$ cat src/rtl/ifu_pkg.sv
package ifu_pkg;

    localparam int WORD_W  = 16;
    localparam int OPC_W   = 6;
    localparam int REG_W   = 3;

    // bit positions inside the first instruction word
    localparam int TYPE_LSB = 14;
    localparam int OPC_LSB  = 8;
    localparam int DST_LSB  = 0;
    localparam int DIND_BIT = 3;
    localparam int SRC_LSB  = 4;
    localparam int SIND_BIT = 7;
    localparam int MODE_LSB = 4;
    localparam int FORM_LSB = 6;
    localparam int ONEOP_BIT = 6;
    localparam int LOWB_W   = 8;

    typedef enum logic [1:0] {
        ITYPE_RR  = 2'b00,
        ITYPE_MR  = 2'b01,
        ITYPE_BR  = 2'b10,
        ITYPE_IMP = 2'b11
    } itype_e;

    typedef enum logic [1:0] {
        ST_IDLE  = 2'd0,
        ST_WORD1 = 2'd1,
        ST_WORD2 = 2'd2,
        ST_EMIT  = 2'd3
    } fstate_e;

    typedef struct packed {
        itype_e            kind;
        logic [OPC_W-1:0]  opc;
        logic [REG_W-1:0]  dreg;
        logic              dind;
        logic [REG_W-1:0]  sreg;
        logic              sind;
        logic [1:0]        mode;
        logic [1:0]        form;
    } ifields_t;

endpackage

$ cat src/rtl/ifu_len_decode.sv
module ifu_len_decode
    import ifu_pkg::*;
(
    input  logic [WORD_W-1:0] word_i,
    output logic              two_word_o,
    output logic              illegal_o
);

    itype_e kind;
    logic   low_nonzero;

    always_comb begin
        kind        = itype_e'(word_i[TYPE_LSB +: 2]);
        low_nonzero = |word_i[LOWB_W-1:0];
        two_word_o  = 1'b0;
        illegal_o   = 1'b0;
        unique case (kind)
            ITYPE_RR:  two_word_o = 1'b0;
            ITYPE_MR:  two_word_o = ~word_i[ONEOP_BIT];
            ITYPE_BR: begin
                two_word_o = 1'b1;
                illegal_o  = low_nonzero;
            end
            ITYPE_IMP: begin
                two_word_o = 1'b0;
                illegal_o  = low_nonzero;
            end
        endcase
    end

endmodule

$ cat src/rtl/ifu_field_extract.sv
module ifu_field_extract
    import ifu_pkg::*;
(
    input  logic [WORD_W-1:0] ir_i,
    output ifields_t          fields_o
);

    always_comb begin
        fields_o      = '0;
        fields_o.kind = itype_e'(ir_i[TYPE_LSB +: 2]);
        fields_o.opc  = ir_i[OPC_LSB +: OPC_W];
        unique case (fields_o.kind)
            ITYPE_RR: begin
                fields_o.dreg = ir_i[DST_LSB +: REG_W];
                fields_o.dind = ir_i[DIND_BIT];
                fields_o.sreg = ir_i[SRC_LSB +: REG_W];
                fields_o.sind = ir_i[SIND_BIT];
            end
            ITYPE_MR: begin
                fields_o.dreg = ir_i[DST_LSB +: REG_W];
                fields_o.dind = ir_i[DIND_BIT];
                fields_o.mode = ir_i[MODE_LSB +: 2];
                fields_o.form = ir_i[FORM_LSB +: 2];
            end
            ITYPE_BR:  fields_o.opc = ir_i[OPC_LSB +: OPC_W];
            ITYPE_IMP: fields_o.opc = ir_i[OPC_LSB +: OPC_W];
        endcase
    end

endmodule

$ cat src/rtl/ifu_pc_reg.sv
module ifu_pc_reg #(
    parameter int            AW       = 16,
    parameter logic [AW-1:0] RESET_PC = '0
) (
    input  logic          clk_i,
    input  logic          rst_ni,
    input  logic          load_ar_i,
    input  logic          step_i,
    output logic [AW-1:0] addr_o,
    output logic [AW-1:0] first_o
);

    localparam logic [AW-1:0] ONE = AW'(1);

    logic [AW-1:0] pc_q;
    logic [AW-1:0] ar_q;
    logic [AW-1:0] first_q;

    always_ff @(posedge clk_i) begin
        if (!rst_ni) begin
            pc_q    <= RESET_PC;
            ar_q    <= RESET_PC;
            first_q <= RESET_PC;
        end else begin
            if (load_ar_i) begin
                ar_q    <= pc_q;
                first_q <= pc_q;
            end
            if (step_i) begin
                pc_q <= pc_q + ONE;
                ar_q <= pc_q + ONE;
            end
        end
    end

    assign addr_o  = ar_q;
    assign first_o = first_q;

endmodule

$ cat src/rtl/ifu_seq.sv
module ifu_seq
    import ifu_pkg::*;
(
    input  logic clk_i,
    input  logic rst_ni,
    input  logic start_i,
    input  logic rvalid_i,
    input  logic two_word_i,
    output logic ready_o,
    output logic req_o,
    output logic load_ar_o,
    output logic step_o,
    output logic cap_ir_o,
    output logic cap_w2_o,
    output logic valid_o
);

    fstate_e state_q;
    fstate_e state_d;

    always_ff @(posedge clk_i) begin
        if (!rst_ni) state_q <= ST_IDLE;
        else         state_q <= state_d;
    end

    always_comb begin
        state_d = state_q;
        unique case (state_q)
            ST_IDLE:  if (start_i) state_d = ST_WORD1;
            ST_WORD1: if (rvalid_i) state_d = two_word_i ? ST_WORD2 : ST_EMIT;
            ST_WORD2: if (rvalid_i) state_d = ST_EMIT;
            ST_EMIT:  state_d = start_i ? ST_WORD1 : ST_IDLE;
        endcase
    end

    always_comb begin
        ready_o   = 1'b0;
        req_o     = 1'b0;
        load_ar_o = 1'b0;
        step_o    = 1'b0;
        cap_ir_o  = 1'b0;
        cap_w2_o  = 1'b0;
        valid_o   = 1'b0;
        unique case (state_q)
            ST_IDLE: begin
                ready_o   = 1'b1;
                load_ar_o = start_i;
            end
            ST_WORD1: begin
                req_o    = 1'b1;
                step_o   = rvalid_i;
                cap_ir_o = rvalid_i;
            end
            ST_WORD2: begin
                req_o    = 1'b1;
                step_o   = rvalid_i;
                cap_w2_o = rvalid_i;
            end
            ST_EMIT: begin
                ready_o   = 1'b1;
                valid_o   = 1'b1;
                load_ar_o = start_i;
            end
        endcase
    end

endmodule

$ cat src/rtl/ifetch_unit.sv
module ifetch_unit
    import ifu_pkg::*;
#(
    parameter int            AW       = 16,
    parameter logic [AW-1:0] RESET_PC = '0
) (
    input  logic              clk_i,
    input  logic              rst_ni,
    input  logic              start_i,
    output logic              ready_o,
    output logic              mem_req_o,
    output logic [AW-1:0]     mem_addr_o,
    input  logic              mem_rvalid_i,
    input  logic [WORD_W-1:0] mem_rdata_i,
    output logic              ins_valid_o,
    output logic [AW-1:0]     ins_pc_o,
    output logic [1:0]        ins_type_o,
    output logic [OPC_W-1:0]  ins_opcode_o,
    output logic [REG_W-1:0]  ins_dst_reg_o,
    output logic              ins_dst_ind_o,
    output logic [REG_W-1:0]  ins_src_reg_o,
    output logic              ins_src_ind_o,
    output logic [1:0]        ins_mode_o,
    output logic [1:0]        ins_form_o,
    output logic              ins_two_word_o,
    output logic [WORD_W-1:0] ins_word2_o,
    output logic              ins_illegal_o
);

    logic load_ar, step, cap_ir, cap_w2;
    logic nxt_two, nxt_ill;

    logic [WORD_W-1:0] ir_q;
    logic [WORD_W-1:0] w2_q;
    logic              two_q;
    logic              ill_q;
    ifields_t          fld;

    ifu_len_decode u_len (
        .word_i     (mem_rdata_i),
        .two_word_o (nxt_two),
        .illegal_o  (nxt_ill)
    );

    ifu_seq u_seq (
        .clk_i      (clk_i),
        .rst_ni     (rst_ni),
        .start_i    (start_i),
        .rvalid_i   (mem_rvalid_i),
        .two_word_i (nxt_two),
        .ready_o    (ready_o),
        .req_o      (mem_req_o),
        .load_ar_o  (load_ar),
        .step_o     (step),
        .cap_ir_o   (cap_ir),
        .cap_w2_o   (cap_w2),
        .valid_o    (ins_valid_o)
    );

    ifu_pc_reg #(
        .AW       (AW),
        .RESET_PC (RESET_PC)
    ) u_pc (
        .clk_i     (clk_i),
        .rst_ni    (rst_ni),
        .load_ar_i (load_ar),
        .step_i    (step),
        .addr_o    (mem_addr_o),
        .first_o   (ins_pc_o)
    );

    always_ff @(posedge clk_i) begin
        if (!rst_ni) begin
            ir_q  <= '0;
            w2_q  <= '0;
            two_q <= 1'b0;
            ill_q <= 1'b0;
        end else begin
            if (cap_ir) begin
                ir_q  <= mem_rdata_i;
                w2_q  <= '0;
                two_q <= nxt_two;
                ill_q <= nxt_ill;
            end
            if (cap_w2) begin
                w2_q <= mem_rdata_i;
            end
        end
    end

    ifu_field_extract u_fx (
        .ir_i     (ir_q),
        .fields_o (fld)
    );

    assign ins_type_o     = fld.kind;
    assign ins_opcode_o   = fld.opc;
    assign ins_dst_reg_o  = fld.dreg;
    assign ins_dst_ind_o  = fld.dind;
    assign ins_src_reg_o  = fld.sreg;
    assign ins_src_ind_o  = fld.sind;
    assign ins_mode_o     = fld.mode;
    assign ins_form_o     = fld.form;
    assign ins_two_word_o = two_q;
    assign ins_word2_o    = w2_q;
    assign ins_illegal_o  = ill_q;

endmodule

$ cat config.mk
export PLATFORM = sky130hd
export DESIGN_NAME = ifetch_unit
export DESIGN_NICKNAME = d
export VERILOG_FILES = /design/src/rtl/ifu_pkg.sv /design/src/rtl/ifu_len_decode.sv /design/src/rtl/ifu_field_extract.sv /design/src/rtl/ifu_pc_reg.sv /design/src/rtl/ifu_seq.sv /design/src/rtl/ifetch_unit.sv
export SDC_FILE = /design/constraint.sdc
export NUM_CORES = 1
export LEC_CHECK = 0
export ABC_AREA = 1
export BUFFER_PORTS_ARGS = -buffer_cell sky130_fd_sc_hd__buf_2
export CAP_MARGIN = 25
export CORE_MARGIN = 2
export CORE_UTILIZATION = 40
export CTS_CLUSTER_SIZE = 16
export DETAILED_ROUTE_END_ITERATION = 8
export PLACE_DENSITY = 0.66
export SETUP_SLACK_MARGIN = 0.1
export SYNTH_ARGS = -nofsm -noshare
export SYNTH_HDL_FRONTEND = slang
export SYNTH_SLANG_ARGS = --single-unit
$ cat constraint.sdc
create_clock -name clk_i -period 1.82 [get_ports clk_i]
set_clock_uncertainty 0.2 [all_clocks]
set_input_delay 0.091 -clock clk_i [delete_from_list [all_inputs] [get_ports clk_i]]
set_output_delay 0.091 -clock clk_i [all_outputs]
set_load 0.01 [all_outputs]
# Yosys cells after proc, flatten, opt, wreduce, memory -nomap -nowiden
# Cells that the tools add are included.
# totals
register_bits	84
inputBits	20
output_inout_bits	73
# op_classes
n_addsub	1
eq_ne	10
n_mux	22
n_bitwise	1
reduce_logical	12
# ops
cell	count
16-bit 2-to-1 mux	4
16-bit by 1-bit adder with 16-bit output (second input constant)	1
4-bit 2-to-1 mux	3
1-bit 2-to-1 mux	10
2-bit OR reduction	5
2-bit equality test (second input constant)	4
2-bit case mux with 4 select lines	1
8-bit OR reduction	1
2-bit by 1-bit equality test with 1-bit output (second input constant)	3
2-bit zero test	3
2-bit 2-to-1 mux	3
2-bit inequality test (second input constant)	3
2-bit nonzero test	2
1-bit case mux with 3 select lines	1
3-bit AND reduction	1
1-bit inverter	1

# Depth between registers and ports, before layout
# Gate-level depths: netlist of the first run.
# depth
depth_word	6
mapped_depth	11

# Hierarchy
# A second synthesis of the first run with hierarchy kept.
# unflattened
hier_cells	483
area_unflattened_um2	3597.2
# modules_own_cells
module	n_inst	cells_each	area_each_um2	seq_area_each_um2
ifu_pc_reg	1	256	1923.1	960.9
ifetch_unit	1	148	1251.2	680.7
ifu_seq	1	36	219.0	40.0
ifu_field_extract	1	32	155.1	0.0
ifu_len_decode	1	11	48.8	0.0

# Worst setup path before layout of the first run
# No wires, ideal clock.
# synth_path
path_kind	reg2reg
startpoint	register u_seq.state_q[0]
endpoint	register u_pc.ar_q[11], in the netlist u_pc.addr_o[11]
setup_time_ns	0.109
arrival_ns	1.607
path_slack_ns	-0.096
stages_incl_launch_ff	12
synth_period_minus_slack_ns	1.916
path_cell_list	dfxtp_1 > inv_1 > ha_1 > nand2_4 > inv_4 > nor2_4 > inv_4 > buf_6 > o21ai_2 > inv_1 > nand2_1 > inv_1
# synth_between
elab_chain_len	4
elab_cells_between_ends	10
# synth_rtl
element	line_no	rtl
from (decl)	ifu_seq.sv:18	fstate_e state_q;
from (signal assigned)	ifu_seq.sv:23	else state_q <= state_d;
2-bit by 1-bit equality test with 1-bit output (tied with other cells)	ifu_seq.sv:44	unique case (state_q)
2-bit OR reduction (no line)	--	
1-bit 2-to-1 mux	ifu_seq.sv:44	
16-bit 2-to-1 mux or 2-bit nonzero test (tied branches)	--	
to (signal assigned)	ifu_pc_reg.sv:26	ar_q <= pc_q;
to (signal assigned)	ifu_pc_reg.sv:31	ar_q <= pc_q + ONE;
to (decl)	ifu_pc_reg.sv:16	logic [AW-1:0] ar_q;
# Several ways; a longest one is shown, not always the timed one.
# A chain may end at the register's enable or synchronous reset.

# Worst setup path in the final report of the first run
# Ends and elaborated chain as after synthesis.

==> results.sh, run 1 <==
export IMPL_overflow=0
export IMPL_antenna_found_initial=0
export IMPL_synth_area_leaders="dfxtp_1 (47%), a21oi_1 (7.2%), nand3_1 (6.5%)"
export IMPL_area_growth_pct=30.1
export IMPL_crit_fanout=6
export IMPL_post_route_worst_setup_slack_ns=0.0606
export IMPL_post_route_period_util=0.967
export IMPL_synth_mux_area_frac=0
export IMPL_finalSetupTns_ns=0
export IMPL_p_comb_frac=0.391
export IMPL_p_per_area_nw_per_um2=1340
export IMPL_rsz0062_at_grt="yes"
export IMPL_grt_pass1_vias=3288
export IMPL_ys_ff_latch=84
export IMPL_vias=3417
export IMPL_synth_top_family_by_area="simple AND/OR/NAND/NOR gates"
export IMPL_drcViolationCount=0
export IMPL_wl_per_cell_um=13.1
export IMPL_multi_input_area_sq_um=1640
export IMPL_ff_latch_area_sq_um=1690
export IMPL_drtPass1Iterations=4
export IMPL_syn_area_sq_um=3610
export IMPL_switching_share=0.367
export IMPL_report_final_hold_viol_count=0
export IMPL_grt_usage=0.188
export IMPL_grt_max_degree=50
export IMPL_cts_inserted_buffers=9
export IMPL_final_common_cell="buf_2"
export IMPL_vdd_ir_drop_max_mv=0.733
export IMPL_htreeDepth=3
export IMPL_wl_um=9060
export IMPL_p_seq_frac=0.398
export IMPL_yosys_warnings=0
export IMPL_pwr_share_clk=0.211
export IMPL_drv_slew=0
export IMPL_syn_inst=467
export IMPL_synth_nets=493
export IMPL_synth_xor_area_frac=0.0170
export IMPL_avgSynthCellArea_sq_um=7.73
export IMPL_grt_pass1_wl_um=14900
export IMPL_core_area_sq_um=8720
export IMPL_ant_nets=0
export IMPL_setup_violations_final=0
export IMPL_startpoint_type="flip-flop"
export IMPL_worstSetupPathType="reg -> reg"
export IMPL_gp_congestion=0.848
export IMPL_insertion_delay_ns=0.35
export IMPL_die_area_sq_um=9800
export IMPL_synthSimpleGateAreaFrac=0.234
export IMPL_yosys_area_share_adder=0.0208
export IMPL_hold_path_class="in -> reg"
export IMPL_place_ws_ns=-0.0305
export IMPL_cts_sinks=84
export IMPL_drive_above_1_share=0.298
export IMPL_yosysTopAreaCell="dfxtp_1"
export IMPL_tightestPinTransition_ns=0.439
export IMPL_synth_top_area_share=0.466
export IMPL_yosysSeqAreaShare=0.466
export IMPL_drt_iter0_drc=109
export IMPL_root_buffer="clkbuf_8"
export IMPL_hpwl_um=6440
export IMPL_diodes=0
export IMPL_fmax_ghz=0.568
export IMPL_relSlewSlack=0.708
export IMPL_worstPathRequired_ns=1.87
export IMPL_p_leak_nw=2.18
export IMPL_final_cell_mix="buf_2 (92), dfxtp_1 (81), nor2_1 (55)"
export IMPL_fillers=853
export IMPL_rows=34
export IMPL_via_per_inst=4.94
export IMPL_design_final_nets=605
export IMPL_endpoint_kind="flip-flop"
export IMPL_num_io_pins=93
export IMPL_drv_cap=0
export IMPL_initial_utilization=0.414
export IMPL_synth_compound_area_share=0.156
export IMPL_p_sw_mw=2.30
export IMPL_clk_pin_slew_ns=0.08
export IMPL_clockBufferDepth=2
export IMPL_fp_dieH_um=99.0
export IMPL_synthDistinctLibCells=32
export IMPL_cts_tree="done"
export IMPL_period_minus_slack_ns=1.76
export IMPL_dieWidth_um=99.0
export IMPL_status="completed"
export IMPL_cp_arrival_ns=1.81
export IMPL_p_int_mw=3.98
export IMPL_portBuffers=92
kinds of logic (layout without fill, tap and decap cells):
| group | Yosys count | after routing |
|---|---|---|
| XOR/XNOR | 7 | 7 |
| AO/OA/AOI/OAI | 107 | 107 |
| AND/OR/NAND/NOR | 178 | 178 |
| adder cells (fa/ha/maj) | 6 | 6 |
| flip-flops | 84 | 84 |
| buffers and inverters | 85 | 202 |
flip-flops by register name, indices dropped and copies added, names as in the netlist:
register / count
u_pc.first_o: 16
ins_two_word_o: 1
ins_illegal_o: 1
ir_q: 16
ins_word2_o: 16
u_pc.addr_o: 16
u_seq.state_q: 2
u_pc.pc_q: 16
Yosys cell counts, drive strengths merged:
| master | n |
|---|---|
| a21oi | 52 |
| buf | 21 |
| clkbuf | 9 |
| clkinv | 2 |
| dfxtp | 84 |
| ha | 6 |
| inv | 53 |
| nand2 | 51 |
| nand3 | 49 |
| nand3b | 1 |
| nand4 | 1 |
| nor2 | 67 |
| nor3 | 6 |
| o211ai | 2 |
| o21ai | 49 |
| o21bai | 4 |
| or2 | 3 |
| xnor2 | 1 |
| xor2 | 6 |
worst max-delay path: stages, from the launching register on:
cell	delay, ns
dfxtp_2	0.34
inv_2	0.05
ha_4	0.30
nand2_8	0.08
nor2_4	0.16
nand2_4	0.09
nor2_4	0.14
nand2_2	0.06
nand2_2	0.08
nand3_2	0.06
nand2_1	0.07
inv_1	0.03
cell type report:
cell class	instances	share of cell area
tap	108	0.0288
inverter	55	0.0463
multi-input combinational	298	0.348
clock inverter	4	0.0104
timing repair buffer	131	0.177
clock buffer	12	0.0309
sequential	84	0.359
worst paths after layout:
kind	to	startpoint	slack, ns	cells after the start
min	ins_word2_o[15]$_SDFFE_PN0P_	mem_rvalid_i	0.09	4
max	u_pc.addr_o[11]$_SDFFE_PN0P_	u_seq.state_q[0]$_SDFFE_PN0P_	0.06	11
min reg2reg	ir_q[3]$_SDFFE_PN0P_	ir_q[3]$_SDFFE_PN0P_	0.26	2
max reg2reg	u_pc.addr_o[11]$_SDFFE_PN0P_	u_seq.state_q[0]$_SDFFE_PN0P_	0.06	11
stage by stage:
step	util	hold WS, ns	total power [mW]	cell area, sq um	std cells
6_report	0.539	0.0938	6.28	4700	692
2_1_floorplan	-	0.0356	4.09	3630	467
4_1_cts	0.525	-0.00777	6.27	4580	687
3_3_place_gp	0.478	0.166	4.77	4170	650
5_1_grt	0.539	0.0956	6.74	4700	692
3_5_place_dp	0.478	0.174	4.82	4170	650
power groups by stage:
stage / Combinational (mW) / Clock [mW] / Sequential, mW
finish: 2.45 / 1.33 / 2.50
floorplan: 1.42 / 0 / 2.67
global placement: 2.24 / 0 / 2.53
detailed placement: 2.28 / 0 / 2.54
global route: 2.73 / 1.46 / 2.56
CTS: 2.40 / 1.37 / 2.50
repair_timing:
action,4_1_cts,5_1_grt
endpoints found under the setup margin,37,31
pin swaps,4,13
gates resized for setup,4,25
hold buffers,18,0
setup buffers,3,5
endpoints found under the hold margin,36,0
routing by layer:
metal,GRT usage,wire (um),vias up
met3,0.0468,492,15
met2,0.349,4700,99
li1,-,-,1741
met5,0,0,-
met4,0.0643,146,0
met1,0.206,3720,1562
(Power assumes the default switching activity.)
==> run 2, diff against run 1 <==
--- a/config.mk
+++ b/config.mk
@@ -12,7 +12,6 @@
 export CORE_UTILIZATION = 40
 export CTS_CLUSTER_SIZE = 16
 export DETAILED_ROUTE_END_ITERATION = 8
-export PLACE_DENSITY = 0.66
 export SETUP_SLACK_MARGIN = 0.1
 export SYNTH_ARGS = -nofsm -noshare
 export SYNTH_HDL_FRONTEND = slang
==> constraint.sdc (replaced) <==
create_clock -name clk_i -period 2.2 [get_ports clk_i]
set_clock_uncertainty 0.2 [all_clocks]
set_input_delay 0.11 -clock clk_i [delete_from_list [all_inputs] [get_ports clk_i]]
set_output_delay 0.11 -clock clk_i [all_outputs]
set_load 0.01 [all_outputs]
==> run 2 against run 1 <==
Effect of this change: sequential power down 17%; first-iteration DRC count down 1.8%; worst setup slack better by 0.20 ns; via count down 3.9%; die area is the same.
==> results.sh, run 2 (synthesized netlist as in run 1, its figures left out) <==
export IMPL_status="completed"
export IMPL_diodes=0
export IMPL_cp_arrival_ns=1.98
export IMPL_p_comb_frac=0.371
export IMPL_drv_cap=0
export IMPL_p_seq_frac=0.418
export IMPL_fp_dieH_um=99.0
export IMPL_final_cell_mix="buf_2 (92), dfxtp_1 (84), nor2_1 (57)"
export IMPL_drt_iter0_drc=107
export IMPL_r2r_cells=9
export IMPL_grt_pass1_vias=3153
export IMPL_drv_slew=0
export IMPL_cts_tree="done"
export IMPL_setup_violations_final=0
export IMPL_wl_um=9090
export IMPL_clockBufferDepth=2
export IMPL_finalSetupTns_ns=0
export IMPL_post_cts_buffers=0
export IMPL_p_per_area_nw_per_um2=1110
export IMPL_period_minus_slack_ns=1.94
export IMPL_multi_input_area_sq_um=1570
export IMPL_crit_end="u_pc.addr_o[6]$_SDFFE_PN0P_"
export IMPL_design_final_nets=590
export IMPL_p_leak_nw=2.08
export IMPL_clk_pin_slew_ns=0.08
export IMPL_crit_path_start="u_seq.state_q[0]$_SDFFE_PN0P_"
export IMPL_post_route_period_util=0.880
export IMPL_startpoint_type="flip-flop"
export IMPL_vdd_ir_drop_max_mv=0.532
export IMPL_final_util=0.512
export IMPL_grt_pass1_wl_um=15100
export IMPL_switching_share=0.386
export IMPL_final_common_cell="buf_2"
export IMPL_fmax_ghz=0.516
export IMPL_met1_usage=0.240
export IMPL_crit_fanout=7
export IMPL_wl_per_cell_um=13.4
export IMPL_dieWidth_um=99.0
export IMPL_cts_inserted_buffers=9
export IMPL_vias=3285
export IMPL_hpwl_um=6340
export IMPL_report_final_hold_viol_count=0
export IMPL_drtPass1Iterations=4
export IMPL_die_area_sq_um=9800
export IMPL_rsz0062_at_grt="no"
export IMPL_antenna_found_initial=0
export IMPL_fillers=856
export IMPL_drcViolationCount=0
export IMPL_hold_path_class="in -> reg"
export IMPL_busiest_layer="met2"
export IMPL_area_growth_pct=23.7
export IMPL_timing_reg2reg_setup_slack_ns=0.26
export IMPL_relSlewSlack=0.625
export IMPL_worstPathRequired_ns=2.24
export IMPL_num_io_pins=93
export IMPL_grt_usage=0.191
export IMPL_ff_latch_area_sq_um=1680
export IMPL_ant_nets=0
export IMPL_gr_usage_met3=0.0312
export IMPL_p_int_mw=3.04
export IMPL_tightestPinTransition_ns=0.558
export IMPL_gp_congestion=0.867
export IMPL_worstReg2RegEnd="u_pc.addr_o[6]$_SDFFE_PN0P_"
export IMPL_portBuffers=92
export IMPL_insertion_delay_ns=0.35
export IMPL_grt_util_met2=0.331
export IMPL_cts_sinks=84
export IMPL_overflow=0
export IMPL_grt_max_degree=50
export IMPL_endpoint_kind="flip-flop"
export IMPL_worstSetupPathType="reg -> reg"
export IMPL_via_per_inst=4.85
export IMPL_htreeDepth=3
export IMPL_worstHoldStart="mem_rvalid_i"
export IMPL_p_sw_mw=1.91
export IMPL_rows=34
export IMPL_core_area_sq_um=8720
export IMPL_pwr_share_clk=0.211
export IMPL_initial_utilization=0.414
export IMPL_drive_above_1_share=0.248
export IMPL_root_buffer="clkbuf_8"
export IMPL_r2r_start="u_seq.state_q[0]$_SDFFE_PN0P_"
## run 2: area by class of cell
class,count,area share
sequential,84,0.376
multi-input combinational,298,0.352
timing repair buffer,116,0.153
inverter,55,0.0473
clock buffer,10,0.0308
tap,108,0.0303
clock inverter,6,0.0106
## run 2: metrics by stage
stage | setup slack (ns) | instance area [sq um] | std cells | hold WS [ns] | power [mW]
after global placement | 0.261 | 4090 | 644 | 0.180 | 3.86
after floorplan | 0.284 | 3610 | 467 | 0.0546 | 3.32
after CTS | 0.163 | 4440 | 677 | 0.0122 | 4.96
final | 0.264 | 4470 | 677 | 0.0299 | 4.95
after detailed placement | 0.178 | 4090 | 644 | 0.188 | 3.90
after global routing | 0.105 | 4470 | 677 | 0.0405 | 5.34
## run 2: timing repair
action	in CTS	in global routing
hold buffers	17	0
endpoints found under the setup margin	0	14
hold endpoints to repair	35	0
gates resized for setup	0	5
## run 2: how the worst min path moves through the flow
stage / endpoint / depth (start not counted)
global route: ins_word2_o[15]$_SDFFE_PN0P_ / 3
CTS: ins_word2_o[15]$_SDFFE_PN0P_ / 3
detailed placement: ins_word2_o[11]$_SDFFE_PN0P_ / 3
floorplan: ir_q[15]$_SDFFE_PN0P_ / 2
global placement: ins_word2_o[11]$_SDFFE_PN0P_ / 3
finish: ins_word2_o[15]$_SDFFE_PN0P_ / 3
## run 2: worst max-delay path, cell delays in order (launching register included)
cell and delay, ns:
dfxtp_1 0.38, inv_1 0.12, ha_4 0.32, nand2_4 0.10, nor2_4 0.19, nand2_4 0.08
xor2_1 0.22, nand2_1 0.08, o211ai_1 0.09, inv_1 0.05
## run 2: per-layer routing
| metal | share of wire | vias up | routed length (um) |
|---|---|---|---|
| met5 | 0 | - | 0 |
| met4 | 0.0081 | 0 | 74 |
| met3 | 0.035 | 8 | 318 |
| met2 | 0.50 | 66 | 4510 |
| met1 | 0.46 | 1509 | 4190 |
| li1 | - | 1702 | - |
## run 2: power by group through the flow
stage	clock network (mW)	registers, mW	logic, mW
finish	1.04	2.07	1.83
global route	1.13	2.11	2.10
CTS	1.06	2.07	1.82
detailed placement	0	2.10	1.80
global placement	0	2.09	1.76
floorplan	0	2.20	1.12
